--- src/rtl/rom_bank_pkg.sv ---
package rom_bank_pkg;
  localparam int ADDR_W        = 12;
  localparam int REGION_W      = 2;
  localparam int OFFSET_W      = ADDR_W - REGION_W;
  localparam int CORE_W        = 9;
  localparam int STRAND_W      = 4;
  localparam int ROPE_W        = 2;
  localparam int BANK_W        = 5;
  localparam int PBANK_W       = 6;
  localparam int DATA_W        = BANK_W;
  localparam int EXT_BIT       = DATA_W - 1;
  localparam int BANKS_PER_MOD = 6;
  localparam int MODS_PER_ROPE = 2;
  localparam int STRANDS_IMPL  = 12;
  localparam int ROPES_IMPL    = 3;
  localparam int EXT_BASE      = 24;
  localparam int EXT_ADD       = 8;

  typedef enum logic [REGION_W-1:0] {
    RG_ERASE  = 2'b00,
    RG_WINDOW = 2'b01,
    RG_FIXA   = 2'b10,
    RG_FIXB   = 2'b11
  } region_e;

  typedef struct packed {
    logic loadBank;
    logic loadExt;
    logic isErasable;
    logic useWindow;
  } ctrl_t;
endpackage

--- src/rtl/rom_bank_ctrl.sv ---
module rom_bank_ctrl
  import rom_bank_pkg::*;
(
  input  logic                wrEn,
  input  logic                wrSel,
  input  logic [REGION_W-1:0] region,
  output ctrl_t               ctrl
);
  region_e regionKind;

  always_comb begin
    regionKind      = region_e'(region);
    ctrl.loadBank   = wrEn && !wrSel;
    ctrl.loadExt    = wrEn && wrSel;
    ctrl.isErasable = (regionKind == RG_ERASE);
    ctrl.useWindow  = (regionKind == RG_WINDOW);
  end
endmodule

--- src/rtl/rom_bank_datapath.sv ---
module rom_bank_datapath
  import rom_bank_pkg::*;
(
  input  logic                clk,
  input  logic                rstN,
  input  ctrl_t               ctrl,
  input  logic [ADDR_W-1:0]   addr,
  input  logic [DATA_W-1:0]   wrData,
  output logic [BANK_W-1:0]   bankQ,
  output logic                extQ,
  output logic                erasable,
  output logic                unimpl,
  output logic [PBANK_W-1:0]  physBank,
  output logic [ROPE_W-1:0]   rope,
  output logic                modSel,
  output logic [STRAND_W-1:0] strand,
  output logic [CORE_W-1:0]   core
);
  logic [PBANK_W-1:0]  bankSel;
  logic [PBANK_W-1:0]  modIdx;
  logic [PBANK_W-1:0]  bankInMod;
  logic [ROPE_W-1:0]   ropeN;
  logic                modN;
  logic [STRAND_W-1:0] strandN;
  logic [CORE_W-1:0]   coreN;
  logic                unimplN;
  logic [OFFSET_W-1:0] offset;

  // bank register and extension bit
  always_ff @(posedge clk or negedge rstN) begin
    if (!rstN) begin
      bankQ <= '0;
      extQ  <= 1'b0;
    end else begin
      if (ctrl.loadBank) bankQ <= wrData[BANK_W-1:0];
      if (ctrl.loadExt)  extQ  <= wrData[EXT_BIT];
    end
  end

  // bank selection and physical split
  always_comb begin
    offset = addr[OFFSET_W-1:0];
    if (ctrl.useWindow) begin
      if (extQ && (bankQ >= BANK_W'(EXT_BASE)))
        bankSel = PBANK_W'(bankQ) + PBANK_W'(EXT_ADD);
      else
        bankSel = PBANK_W'(bankQ);
    end else begin
      bankSel = PBANK_W'(addr[ADDR_W-1:OFFSET_W]);
    end
    modIdx    = bankSel / PBANK_W'(BANKS_PER_MOD);
    bankInMod = bankSel % PBANK_W'(BANKS_PER_MOD);
    ropeN     = ROPE_W'(modIdx / PBANK_W'(MODS_PER_ROPE));
    modN      = modIdx[0];
    strandN   = (STRAND_W'(bankInMod) << 1) | STRAND_W'(offset[CORE_W]);
    coreN     = offset[CORE_W-1:0];
    unimplN   = (strandN >= STRAND_W'(STRANDS_IMPL)) ||
                (ropeN >= ROPE_W'(ROPES_IMPL));
  end

  // registered outputs
  always_ff @(posedge clk or negedge rstN) begin
    if (!rstN) begin
      erasable <= 1'b0;
      unimpl   <= 1'b0;
      physBank <= '0;
      rope     <= '0;
      modSel   <= 1'b0;
      strand   <= '0;
      core     <= '0;
    end else if (ctrl.isErasable) begin
      erasable <= 1'b1;
      unimpl   <= 1'b0;
      physBank <= '0;
      rope     <= '0;
      modSel   <= 1'b0;
      strand   <= '0;
      core     <= '0;
    end else begin
      erasable <= 1'b0;
      unimpl   <= unimplN;
      physBank <= bankSel;
      rope     <= ropeN;
      modSel   <= modN;
      strand   <= strandN;
      core     <= coreN;
    end
  end
endmodule

--- src/rtl/rom_bank_mapper.sv ---
module rom_bank_mapper
  import rom_bank_pkg::*;
(
  input  logic                clk,
  input  logic                rstN,
  input  logic [ADDR_W-1:0]   addr,
  input  logic                wrEn,
  input  logic                wrSel,
  input  logic [DATA_W-1:0]   wrData,
  output logic                erasable,
  output logic                unimpl,
  output logic [PBANK_W-1:0]  physBank,
  output logic [ROPE_W-1:0]   rope,
  output logic                modSel,
  output logic [STRAND_W-1:0] strand,
  output logic [CORE_W-1:0]   core
);
  ctrl_t             ctrl;
  logic [BANK_W-1:0] bankQ;
  logic              extQ;

  rom_bank_ctrl u_ctrl (
    .wrEn   (wrEn),
    .wrSel  (wrSel),
    .region (addr[ADDR_W-1:OFFSET_W]),
    .ctrl   (ctrl)
  );

  rom_bank_datapath u_dp (
    .clk      (clk),
    .rstN     (rstN),
    .ctrl     (ctrl),
    .addr     (addr),
    .wrData   (wrData),
    .bankQ    (bankQ),
    .extQ     (extQ),
    .erasable (erasable),
    .unimpl   (unimpl),
    .physBank (physBank),
    .rope     (rope),
    .modSel   (modSel),
    .strand   (strand),
    .core     (core)
  );
endmodule

--- config.mk ---
export PLATFORM = sky130hd
export DESIGN_NAME = rom_bank_mapper
export DESIGN_NICKNAME = d
export VERILOG_FILES = /design/src/rtl/rom_bank_pkg.sv /design/src/rtl/rom_bank_ctrl.sv /design/src/rtl/rom_bank_datapath.sv /design/src/rtl/rom_bank_mapper.sv
export SDC_FILE = /design/constraint.sdc
export NUM_CORES = 1
export LEC_CHECK = 0
export BUFFER_PORTS_ARGS = -buffer_cell sky130_fd_sc_hd__buf_2
export CORE_UTILIZATION = 47
export DETAILED_ROUTE_END_ITERATION = 12
export GPL_ROUTABILITY_DRIVEN = 0
export PLACE_DENSITY = 0.83
export SLEW_MARGIN = 40
export SYNTH_ARGS = -nofsm -noshare
export SYNTH_HDL_FRONTEND = slang
export SYNTH_SLANG_ARGS = --single-unit
export TNS_END_PERCENT = 10
--- constraint.sdc ---
create_clock -name clk -period 2 [get_ports clk]
set_input_delay 0.2 -clock clk [delete_from_list [all_inputs] [get_ports clk]]
set_output_delay 0.2 -clock clk [all_outputs]
set_load 0.02 [all_outputs]
==> results.txt <==
The initial detailed-routing violation count came out at 12. In this run the critical register-to-register path is launched from u_dp.bankQ[3]. Across the run, the number of max-cap violations was 0.

Setup repair after global routing left no endpoint under its margin. The worst hold path stage count came out at 3. The maximum number of pins on one net before global-route repair is 30. The number of global-route vias before repair came out at 792. The count of state elements after synthesis came out at 29.

The switching portion of total power is 28.7%. The relative contribution of combinational cells to total power is 22.9%. For this configuration, the core starts out at a cell density of 51.9%. The number of nets in the final layout came out at 172.

A synthesized cell averages 11.6 um2. The count of mapped cells out of synthesis is 104. The post-synthesis instance area is 1200 um2. The cell chosen for the clock root is clkbuf_4.

The total global-route track usage came out at 18.6%. Timing would allow up to 547 MHz. For this run, design rule violations remaining after detail routing come to 0. The area overhead of the layout relative to synthesis is 24.1%.

Counting distinct cell types in the post-synthesis netlist gives 30. The run finished with clean final reports. The wire length per cell after detailed routing is 12.3 um. The detailed-routing iteration count for the pre-antenna-repair pass is 4.

The worst-case reg-to-reg path depth is 5. The die span in y is 52.6 um. The data arrival time of the critical path came out at 2010 ps.

The number of top-level pins came out at 45. The post-route cell area is 1490 um2. The estimated wirelength of the detail-placed design came out at 1650 um.

The area of placed instances is 1430 um2. The overall die area came out at 2760 um2. The clock network latency to the later pin of the worst-skew pair came out at 300 ps. The area of the placeable core is 2320 um2. The measured slew at the worst slew-check pin came out at 666 ps.

The internal reg-to-reg setup slack is 170 ps. Of all flip-flops after synthesis, the portion carrying an async set or reset was 100%. Post-CTS repair changed the size of 0 cells. The Yosys warning count is 0. The part of the cycle the worst path needs is 91.4%. The total power of the final layout is 1290 uW. The synthesized net count is 126. The post-synthesis sequential area ratio is 60.4%. The number of enable-type register cells in the synthesized netlist is 0. The area share of the leading cell type in the synthesized netlist is 60.4%.

The final-report setup violation count came out at 0. The worst voltage drop across the vdd grid is 0.554 mV. By startpoint and endpoint, the worst setup path is classified as flop to flop. The first-pass GRT wire length is 3590 um. Sorting the synthesized cells by area gives the leading types as dfrtp_1 60%, nor2b_1 6.8%, mux2_2 4.7%, nand2_1 2.8%, o21ai_0 2.1%. The worst setup path is captured at a flop. The number of H-tree levels is 2. The clock network is responsible for 25.9% of the overall power. The endpoint identified for the worst register-to-register timing path is u_dp.strand[2]. The count of pins over their slew limit came out at 0. The final clock skew is 4.57 ps. The final setup TNS is 0 ps.

Counting every sink on the clock net gives 29. Summing over every cut layer, the via total after detailed routing is 877. The final number of hold-violating endpoints is 0. The number of antenna violations at the first check in global routing came out at 0.

The number of antenna-violating nets in the routed design is 0. The total congestion overflow is 0. The synthesized design spends more area on one cell type than any other, namely dfrtp_1. The path type of the worst min-delay path is primary input to flop. The number of buffers between clock root and the deepest sink is 2. The total wire length is 2190 um.

The most common library cell in the layout ignoring fill and taps is buf_2. Clock-pin slew was measured on the worst setup and hold paths at 80 ps. Along the worst path, the maximum fanout reaches 8. In this run the most critical hold path is launched from wrData[2]. TritonCTS built the clock tree. The horizontal die dimension came out at 52.6 um. The worst path required time came out at 2180 ps. The power per cell area came out at 867 nW/um2. The sequential cell fraction of total power is 51.2%. The internal power consumption is 922 uW. The switching power came out at 371 uW. In this run the static leakage power is 0.000769 uW. The path with the worst hold slack has its endpoint at u_dp.bankQ[2]. The top cell types in the final layout, fill and taps aside, are 44 x buf_2, 29 x dfrtp_1, 13 x nor2b_1.

The headroom to the max-slew limit came out at 55.5%. The minimum clock period is 1830 ps. After detailed routing, the number of vias per cell comes to 4.93. STA classifies the critical path startpoint as a flop. The site row count came out at 17. The final antenna diode count came out at 0. In this run the worst setup path begins at u_dp.bankQ[3]. In this run, CTS created clock tree buffers numbering 5. The share of layout cells above drive strength 1 is 39.3%. The most used flip-flop cell after synthesis is dfrtp_1. The count of port buffers added during placement is 44.
## layout make-up
type / instances / area [um2]
Fill cell: 185 / 826
Sequential cell: 29 / 726
Multi-Input combinational cell: 65 / 424
Timing Repair Buffer: 47 / 245
Clock buffer: 7 / 55.1
Tap cell: 28 / 35.0
Inverter: 2 / 7.51
## kinds of logic after synthesis
logic type	synth area share (%)
xor gates and xnor gates	2.19
AOI/OAI and AO/OA	9.57
DFF	60.4
muxes	4.68
adders and majority gates	1.04
buffers and inverters	4.37
and+or+nand+nor	17.8
## metal layers
layer | share of wire, % | vias up | GRT usage, %
li1 | - | 439 | -
met1 | 41 | 413 | 22.2
met2 | 54 | 19 | 30.6
met3 | 3.8 | 6 | 5.22
met4 | 1.3 | 0 | 9.21
met5 | 0 | - | 0
## metrics by stage
stage	hold slack, ps	std cells	utilization [%]	worst slack, ps
final	92.1	178	64.4	171
after global routing	83.1	178	64.4	91.6
after CTS	88.3	178	64.4	168
after detailed placement	250	170	61.6	191
after global placement	232	170	61.6	264
after floorplan	-95.6	104	-	175
## critical path: stages (launching register included)
cell     delay (ps)
dfrtp_1         390
ha_1            400
xor2_1          170
o211a_1         240
o21ai_0         150
or3b_1          350
## power groups by stage
stage | Clock (uW) | Sequential (uW) | Combinational, uW
6_report | 336 | 662 | 296
5_1_grt | 382 | 669 | 329
4_1_cts | 348 | 663 | 297
3_5_place_dp | 0 | 675 | 294
3_3_place_gp | 0 | 670 | 283
2_1_floorplan | 0 | 712 | 165
## what timing repair did
action | in CTS | in global routing
hold buffers | 1 | 0
hold endpoints to repair | 29 | 0
setup buffers | 0 | 0
## cells in the mapped netlist (all sizes together), types with 2 or more instances
cell type and number:
xnor2 2, mux2 5, nand2 9, nor2b 13
a2111oi 2, dfrtp 29, a21oi 5, inv 2
clkbuf 3, nor2 6, buf 5, o21ai 5
or3b 2, nand3 4, and2 2
## flip-flops by register name, summed over array words and instances (netlist names)
name and flops:
u_dp.strand 3, u_dp.bankQ 5, u_dp.rope 2, u_dp.core 9, u_dp.erasable 1, u_dp.physBank 6, u_dp.extQ 1, u_dp.unimpl 1
u_dp.modSel 1
## worst max-delay path by stage
stage,endpoint,slack [ps],cells past startpoint
after floorplan,u_dp.strand[2],180,6
after global routing,u_dp.strand[2],90,5
final,u_dp.strand[2],170,5
after detailed placement,u_dp.strand[2],190,5
after CTS,u_dp.strand[2],170,5
after global placement,u_dp.strand[2],260,5
Power figures use the tool's default switching activity.
